--- src/rtl/gtc_pkg.sv ---
package gtc_pkg;

    typedef enum logic [1:0] {
        RATE_TOTAL = 2'b00,
        RATE_CLK   = 2'b01,
        RATE_MID   = 2'b10,
        RATE_SLOW  = 2'b11
    } rate_e;

    typedef logic [3:0] bcd_t;

    localparam bcd_t BCD_MAX = 4'd9;

    function automatic bcd_t bcd_step(input bcd_t d);
        if (d == BCD_MAX) return 4'd0;
        return 4'(d + 4'd1);
    endfunction

endpackage

--- src/rtl/gtc_tick_divider.sv ---
module gtc_tick_divider #(
    parameter int DIV_MID  = 100,
    parameter int DIV_SLOW = 1000
) (
    input  logic clk,
    input  logic rst,
    output logic tick_mid,
    output logic tick_slow
);
    localparam int W_MID  = (DIV_MID  > 1) ? $clog2(DIV_MID)  : 1;
    localparam int W_SLOW = (DIV_SLOW > 1) ? $clog2(DIV_SLOW) : 1;
    localparam logic [W_MID-1:0]  MID_LAST  = W_MID'(DIV_MID - 1);
    localparam logic [W_SLOW-1:0] SLOW_LAST = W_SLOW'(DIV_SLOW - 1);

    logic [W_MID-1:0]  mid_q;
    logic [W_SLOW-1:0] slow_q;

    assign tick_mid  = (mid_q == MID_LAST);
    assign tick_slow = tick_mid && (slow_q == SLOW_LAST);

    always_ff @(posedge clk) begin
        if (rst) begin
            mid_q <= '0;
        end else if (tick_mid) begin
            mid_q <= '0;
        end else begin
            mid_q <= mid_q + 1'b1;
        end
    end

    always_ff @(posedge clk) begin
        if (rst) begin
            slow_q <= '0;
        end else if (tick_mid) begin
            if (slow_q == SLOW_LAST) slow_q <= '0;
            else                     slow_q <= slow_q + 1'b1;
        end
    end

    AST_SLOW_ON_MID: assert property (@(posedge clk) disable iff (rst)
        tick_slow |-> tick_mid);
    AST_MID_SPACED: assert property (@(posedge clk) disable iff (rst)
        (tick_mid && (DIV_MID > 1)) |=> !tick_mid);

endmodule

--- src/rtl/gtc_rate_select.sv ---
module gtc_rate_select
    import gtc_pkg::*;
(
    input  logic       clk,
    input  logic       rst,
    input  logic [1:0] rate_sel,
    input  logic       gate,
    input  logic       tick_mid,
    input  logic       tick_slow,
    output logic       inc
);
    rate_e rate;
    logic  gate_q;
    logic  gate_rise;

    assign rate      = rate_e'(rate_sel);
    assign gate_rise = gate && !gate_q;

    always_ff @(posedge clk) begin
        if (rst) gate_q <= 1'b0;
        else     gate_q <= gate;
    end

    always_comb begin
        unique case (rate)
            RATE_TOTAL: inc = gate_rise;
            RATE_CLK:   inc = gate;
            RATE_MID:   inc = gate && tick_mid;
            RATE_SLOW:  inc = gate && tick_slow;
            default:    inc = 1'b0;
        endcase
    end

    AST_TOTAL_ONE_PER_EDGE: assert property (@(posedge clk) disable iff (rst)
        (rate == RATE_TOTAL && gate && gate_q) |-> !inc);
    AST_TIMED_GATE_LOW: assert property (@(posedge clk) disable iff (rst)
        (rate != RATE_TOTAL && !gate) |-> !inc);

endmodule

--- src/rtl/gtc_bcd_accum.sv ---
module gtc_bcd_accum
    import gtc_pkg::*;
#(
    parameter int DIGITS = 5
) (
    input  logic                  clk,
    input  logic                  rst,
    input  logic                  inc,
    input  logic                  clr,
    output logic [DIGITS*4-1:0]   cnt_value,
    output logic                  cnt_ovf,
    output logic [DIGITS*4-1:0]   next_value,
    output logic                  next_ovf
);
    localparam int W = DIGITS * 4;

    logic [W-1:0]    cur_q;
    logic            ovf_q;
    logic [W-1:0]    base;
    logic [DIGITS:0] carry;

    assign base     = clr ? '0 : cur_q;
    assign carry[0] = inc;

    for (genvar g = 0; g < DIGITS; g++) begin : g_digit
        assign carry[g+1] = carry[g] && (base[g*4 +: 4] == BCD_MAX);
        assign next_value[g*4 +: 4] = carry[g] ? bcd_step(base[g*4 +: 4])
                                               : base[g*4 +: 4];

        AST_DIGIT_RANGE: assert property (@(posedge clk) disable iff (rst)
            cur_q[g*4 +: 4] <= BCD_MAX);
    end

    assign next_ovf = (clr ? 1'b0 : ovf_q) | carry[DIGITS];

    always_ff @(posedge clk) begin
        if (rst) begin
            cur_q <= '0;
            ovf_q <= 1'b0;
        end else begin
            cur_q <= next_value;
            ovf_q <= next_ovf;
        end
    end

    assign cnt_value = cur_q;
    assign cnt_ovf   = ovf_q;

    AST_WRAP_SETS_OVF: assert property (@(posedge clk) disable iff (rst)
        carry[DIGITS] |=> (ovf_q && cur_q == '0));

endmodule

--- src/rtl/gtc_result_latch.sv ---
module gtc_result_latch #(
    parameter int W = 20
) (
    input  logic         clk,
    input  logic         rst,
    input  logic         load,
    input  logic [W-1:0] value_in,
    input  logic         ovf_in,
    output logic [W-1:0] value_out,
    output logic         ovf_out
);
    always_ff @(posedge clk) begin
        if (rst) begin
            value_out <= '0;
            ovf_out   <= 1'b0;
        end else if (load) begin
            value_out <= value_in;
            ovf_out   <= ovf_in;
        end
    end
endmodule

--- src/rtl/gated_count_latch.sv ---
module gated_count_latch
    import gtc_pkg::*;
#(
    parameter int DIV_MID  = 100,
    parameter int DIV_SLOW = 1000,
    parameter int DIGITS   = 5
) (
    input  logic                 clk,
    input  logic                 rst,
    input  logic [1:0]           rate_sel,
    input  logic                 gate,
    input  logic                 gate_done,
    output logic [DIGITS*4-1:0]  disp_bcd,
    output logic                 disp_ovf
);
    localparam int W = DIGITS * 4;

    logic         tick_mid;
    logic         tick_slow;
    logic         inc;
    logic         clr_q;
    logic [W-1:0] cnt_value;
    logic         cnt_ovf;
    logic [W-1:0] next_value;
    logic         next_ovf;

    gtc_tick_divider #(.DIV_MID(DIV_MID), .DIV_SLOW(DIV_SLOW)) u_div (
        .clk       (clk),
        .rst       (rst),
        .tick_mid  (tick_mid),
        .tick_slow (tick_slow)
    );

    gtc_rate_select u_sel (
        .clk       (clk),
        .rst       (rst),
        .rate_sel  (rate_sel),
        .gate      (gate),
        .tick_mid  (tick_mid),
        .tick_slow (tick_slow),
        .inc       (inc)
    );

    always_ff @(posedge clk) begin
        if (rst) clr_q <= 1'b0;
        else     clr_q <= gate_done && (rate_e'(rate_sel) != RATE_TOTAL);
    end

    gtc_bcd_accum #(.DIGITS(DIGITS)) u_acc (
        .clk        (clk),
        .rst        (rst),
        .inc        (inc),
        .clr        (clr_q),
        .cnt_value  (cnt_value),
        .cnt_ovf    (cnt_ovf),
        .next_value (next_value),
        .next_ovf   (next_ovf)
    );

    gtc_result_latch #(.W(W)) u_latch (
        .clk       (clk),
        .rst       (rst),
        .load      (gate_done),
        .value_in  (next_value),
        .ovf_in    (next_ovf),
        .value_out (disp_bcd),
        .ovf_out   (disp_ovf)
    );

    AST_RESET_CLEAR: assert property (@(posedge clk)
        rst |=> (disp_bcd == '0 && !disp_ovf));
    AST_CLK_RATE_COUNTS: assert property (@(posedge clk) disable iff (rst)
        (rate_e'(rate_sel) == RATE_CLK && gate && !clr_q) |=> (cnt_value != $past(cnt_value)));
    AST_IDLE_HOLDS: assert property (@(posedge clk) disable iff (rst)
        (!inc && !clr_q) |=> $stable(cnt_value));
    AST_CLEAR_AFTER_DONE: assert property (@(posedge clk) disable iff (rst)
        (clr_q && !inc) |=> (cnt_value == '0 && !cnt_ovf));
    AST_DISPLAY_HOLDS: assert property (@(posedge clk) disable iff (rst)
        !gate_done |=> ($stable(disp_bcd) && $stable(disp_ovf)));

endmodule

--- config.mk ---
export PLATFORM = sky130hd
export DESIGN_NAME = gated_count_latch
export DESIGN_NICKNAME = d
export VERILOG_FILES = /design/src/rtl/gtc_pkg.sv /design/src/rtl/gtc_tick_divider.sv /design/src/rtl/gtc_rate_select.sv /design/src/rtl/gtc_bcd_accum.sv /design/src/rtl/gtc_result_latch.sv /design/src/rtl/gated_count_latch.sv
export SDC_FILE = /design/constraint.sdc
export NUM_CORES = 1
export LEC_CHECK = 0
export BUFFER_PORTS_ARGS = -buffer_cell sky130_fd_sc_hd__buf_4
export CORE_ASPECT_RATIO = 0.5
export CORE_MARGIN = 4
export CORE_UTILIZATION = 58
export DETAILED_ROUTE_END_ITERATION = 7
export GPL_TIMING_DRIVEN = 1
export MAX_ROUTING_LAYER = met4
export PLACE_DENSITY = 0.83
export SLEW_MARGIN = 20
export SYNTH_ARGS = -nofsm -noshare
export SYNTH_HDL_FRONTEND = slang
export SYNTH_SLANG_ARGS = --single-unit
--- constraint.sdc ---
create_clock -name clk -period 2.4 [get_ports clk]
set_input_delay 0.48 -clock clk [delete_from_list [all_inputs] [get_ports clk]]
set_output_delay 0.48 -clock clk [all_outputs]
set_load 0.005 [all_outputs]
* Word-level counts from Yosys, hierarchy flattened *
Cells that the tools add are included.

cells by class
  add/sub/neg operators = 7
  equal/unequal tests = 10
  mux-type cells = 24
  bitwise logic cells = 1
  reduce and logical (&&, ||, !) cells = 14

operator list
  cell                                            number
  two-way mux 4 bit                               15
  adder 4 x 1 -> 4 bit (second input constant)    5
  == test 4 bit (second input constant)           5
  two-way mux 20 bit                              1
  adder 10 x 1 -> 10 bit (second input constant)  1
  == test 10 bit (second input constant)          1
  logical AND 1 bit                               10
  two-way mux 10 bit                              1
  adder 7 x 1 -> 7 bit (second input constant)    1
  == test 7 bit (second input constant)           1
  two-way mux 1 bit                               6
  == test 2 bit (second input constant)           2
  case mux 1 bit (4 select lines)                 1
  == test 2 x 1 -> 1 bit (second input constant)  1
  zero test 2 bit                                 1
  nonzero test 2 bit                              1
  OR reduction 2 bit                              1
  zero test 1 bit                                 1
  bitwise OR 1 bit                                1

storage, ports and cells
  register bits after elaboration = 61
  input port bits = 6
  output and inout port bits = 21
  word-level logic and storage cells = 64

* Logic depth before layout (Yosys ltp) *
  word-level depth = 10
  gate-level depth with buffers = 7
  mapped depth without buffers = 6

* By module *
Synthesis repeated with hierarchy kept, for this count alone.

unflattened totals
  cell total of the unflattened synthesis = 320
  area total of the unflattened synthesis = 2,862.7 um^2

modules (own cells, without submodules)
  module             times used  cells an instance  area each (um^2)  seq. area each (um^2)
  gtc_bcd_accum      1           156                1,248.7           420.4
  gtc_tick_divider   1           87                 770.7             340.3
  gtc_result_latch   1           68                 752.0             420.4
  gtc_rate_select    1           6                  55.1              20.0
  gated_count_latch  1           3                  36.3              20.0

* Worst setup path before layout *
Ideal clock, no wire load.

  path type = register -> register
  start = register u_div.slow_q[0]
  end = register u_latch.value_out[10]
  setup time = 0.086 ns
  arrival time = 1.918 ns
  data required time = 2.314 ns
  setup slack = 0.396 ns
  cell stages (with the launch flop) = 7
  buffers on the path = 0
  period minus slack after synthesis = 2.004 ns
  path through = dfxtp_1 ha_1 nand2_1 o31a_1 nor4b_1 mux2_2 a211oi_1

between the ends
  word-level cells in the longest chain between the ends = 7

ends and longest elaborated chain
  what                             line                    source
  start, declared                  gtc_tick_divider.sv:16  logic [W_SLOW-1:0] slow_q;
  start signal, assigned           gtc_tick_divider.sv:36  else slow_q <= slow_q + 1'b1;
  == test 10 bit                   gtc_tick_divider.sv:19  assign tick_slow = tick_mid && (slow_q == SLOW_LAST);
  logical AND 1 bit                gtc_tick_divider.sv:19
  logical AND 1 bit                gtc_rate_select.sv:29   RATE_SLOW: inc = gate && tick_slow;
  case mux 1 bit (4 select lines)  gtc_rate_select.sv:25   unique case (rate)
  logical AND 1 bit (2 in series)  gtc_bcd_accum.sv:26     assign carry[g+1] = carry[g] && (base[g*4 +: 4] == BCD_MAX);
  two-way mux 4 bit                gtc_bcd_accum.sv:27     assign next_value[g*4 +: 4] = carry[g] ? bcd_step(base[g*4 +: 4])
  end signal, assigned             gtc_result_latch.sv:17  value_out <= value_in;
  end, declared                    gtc_result_latch.sv:9   output logic [W-1:0] value_out,

No other way between the ends.
A chain may end at the register's enable or synchronous reset.

* Worst setup path in the final report *
Ends and elaborated chain as after synthesis.

==> impl_metrics.toml <==
[die]
start_util_pct = 61.7
dieArea_um2 = 6060
row_count = 17
die_w_um = 106
core_area_um2 = 4530
top_level_ports = 27
dieHeight_um = 57.1

[layout]
diodes = 0
drive_gt1_share_pct = 19.2
fillers = 363
nNetsFinal = 360
utilization_pct = 71.8
multi_input_area_um2 = 1490
seq_area_um2 = 1220
syn_to_final_growth_pct = 16.4

[yosys]
synth_area_leaders = "dfxtp_1, nor2_1, xor2_1"
synth_area_per_cell_um2 = 8.77
synth-main-ff-cell = "dfxtp_1"
yosysUniqueCellTypes = 53
ys_seq_area_share_pct = 43.7
synth_fp_nets = 327
synth-async-reset-ratio_pct = 0
synth_cells = 319
yosys_warnings = 0
synth-seq-cells = 61
synth_area_leader_cell = "dfxtp_1"
syn_area_um2 = 2800
netlist.area_leader.share_pct = 43.7
synth_edf_count = 0

[sta]
max_freq_mhz = 443
period_share_pct = 94.1
finClkSkew_ns = 0.00411
whs_ns = 0.391
period_minus_slack_ns = 2.26
fin_ws_ns = 0.142
setup_violations = 0
slew_headroom_pct = 65.4
hold_violations = 0
tightest_slew_ns = 0.518
fin_tns_setup_ns = 0
drv_slew = 0
rsz0062_at_grt = "yes"

[power]
p_comb_share_pct = 5.3
switching_share_pct = 22.5
switchingPower_uw = 430
cellPowerDensity_nw_per_um2 = 586
pwr-share-clk_pct = 40.6
internal_power_uw = 1480
p_leak_uw = 0.00121
vdd_drop_max_v = 0.000347
power_frac_seq_pct = 54.1

[critical_path]
start_kind = "register"
critPathTopFamily = "compound AO/OA/AOI/OAI gates"
path_cells = "ha_1 -> nand2_1 -> o31a_2 -> nor4b_1 -> mux2_2 -> a211oi_1"
arrival_ns = 2.51
endpoint_kind = "register"
timing.critical_path.buf_inv = 0
max_stage_delay_ns = 0.47
path_max_fanout = 12
crit_path_top_delay_cell = "o31a_2"
required_ns = 2.65
crit_type = "reg -> reg"

[grt]
grt_usage_pct = 21.5
antenna_found_initial = 0
grt_pass1_vias = 2193
gr-total-overflow = 0
grt_max_degree = 18
grt_pass1_wl_mm = 10.2

[drt]
viasPerCell = 5.55
ant_nets = 0
drt-pass1-iter-count = 4
vias = 2335
postRouteWirelength_mm = 5.81
wl_per_cell_um = 13.8
drtIter0Drc = 81
drc_errors = 0

[cts]
cts-root-buf = "clkbuf_8"
clock_tree.buffer_depth = 2
cts_buffers = 9
htreeDepth = 3
path_clk_slew_ns = 0.06
cts_tree = "yes"
cts_sinks = 61
clock_latency_ns = 0.34
cts_setup_buffers = 0
post_cts_hold_buffer_count = 0

[hold_path]
hp-class = "in -> reg"

[job]
cap_viol_max_count = 0

[placed_design]
io_buffers = 26
gp_congestion = 0.881
dp_hpwl_mm = 4.07
place_ws_ns = 0.154

[run_status]
status = "complete, no violations"
==> synth_stat cells, types with 4 or more instances <==
master / number
nand3b_1: 4
dfxtp_1: 61
nor2_1: 53
and2_1: 4
clkbuf_1: 11
mux2i_1: 7
a21oi_1: 6
nor4_1: 4
nor3b_1: 4
nand3_1: 11
nand4_1: 9
xor2_1: 13
nand2_1: 26
nor2b_1: 13
xnor2_1: 11
inv_1: 8
o21ai_0: 14
==> tightest hold or removal path, cell delays in order <==
cell and delay (ns):
buf_4 0.08, inv_1 0.05, nor2_1 0.08
==> logic make-up (layout without fill, tap and decap cells) <==
family          Yosys count  in the layout  synth area share, %
fa+ha+maj                 2              2                0.895
buf+inv                  22             58                 3.31
compound gates           47             47                 11.1
flops                    61             61                 43.7
mux                       9              9                 3.31
xor+xnor                 24             24                 7.52
simple gates            154            154                 30.2
==> placed cells by master (no fill, tap or decap), drive strengths merged, types with 5 or more instances in the layout <==
cell type	synthesis	layout
dfxtp	61	61
nor2	53	53
buf	3	36
nand2	26	26
o21ai	16	16
nor2b	13	13
xor2	13	13
clkbuf	11	12
nand3	11	11
xnor2	11	11
nand4	9	9
inv	8	8
nor4	8	8
mux2i	7	7
a21oi	6	6
nor3b	5	5
==> metrics by stage <==
step	area, µm²	instances	total power (µW)
floorplan	2800	319	1120
global placement	3090	407	1150
detailed placement	3090	407	1150
CTS	3250	421	1920
global route	3250	421	1990
finish	3250	421	1910
==> registers in the layout, summed over array words and instances, names as in the netlist <==
register and flops:
clr_q 1, u_acc.cnt_ovf 1, u_acc.cnt_value 20, u_div.mid_q 7, u_div.slow_q 10, u_latch.ovf_out 1, u_latch.value_out 20, u_sel.gate_q 1
==> final cells by class <==
cell class,count,share of cell area [%]
multi-input cells,236,45.6
flip-flops and latches,61,37.5
repair buffers,36,8.30
clock buffers,12,4.77
well taps,66,2.54
inverters,8,0.923
clock inverters,2,0.308
==> power by group through the flow <==
stage | sequential [µW] | clock (µW) | combinational, µW
after floorplan | 1050 | 0 | 63.1
after detailed placement | 1050 | 0 | 100
after global routing | 1030 | 846 | 111
final | 1030 | 775 | 102
after global placement | 1050 | 0 | 98.0
after CTS | 1030 | 790 | 101
==> metal layers <==
layer,vias to the layer above,GRT usage (%),part of all wire (%)
li1,1171,-,-
met1,1086,27.1,48
met2,60,32.8,43
met3,18,6.44,6.5
met4,0,8.49,2.3
met5,-,-,0
==> worst paths after layout <==
kind	start	endpoint	slack, ns	depth (start not counted)
setup / recovery	u_div.slow_q[0]	u_latch.value_out[10]	0.14	6
hold / removal	gate	u_sel.gate_q	0.39	3
setup reg to reg	u_div.slow_q[0]	u_latch.value_out[10]	0.14	6
hold reg to reg	u_div.mid_q[0]	u_div.mid_q[0]	0.44	1
==> what timing repair did <==
| action | CTS | global route |
|---|---|---|
| resized for setup | 0 | 2 |
| endpoints found under the setup margin | 0 | 6 |
| endpoints found under the hold margin | 0 | 0 |
(Power assumes the default switching activity.)
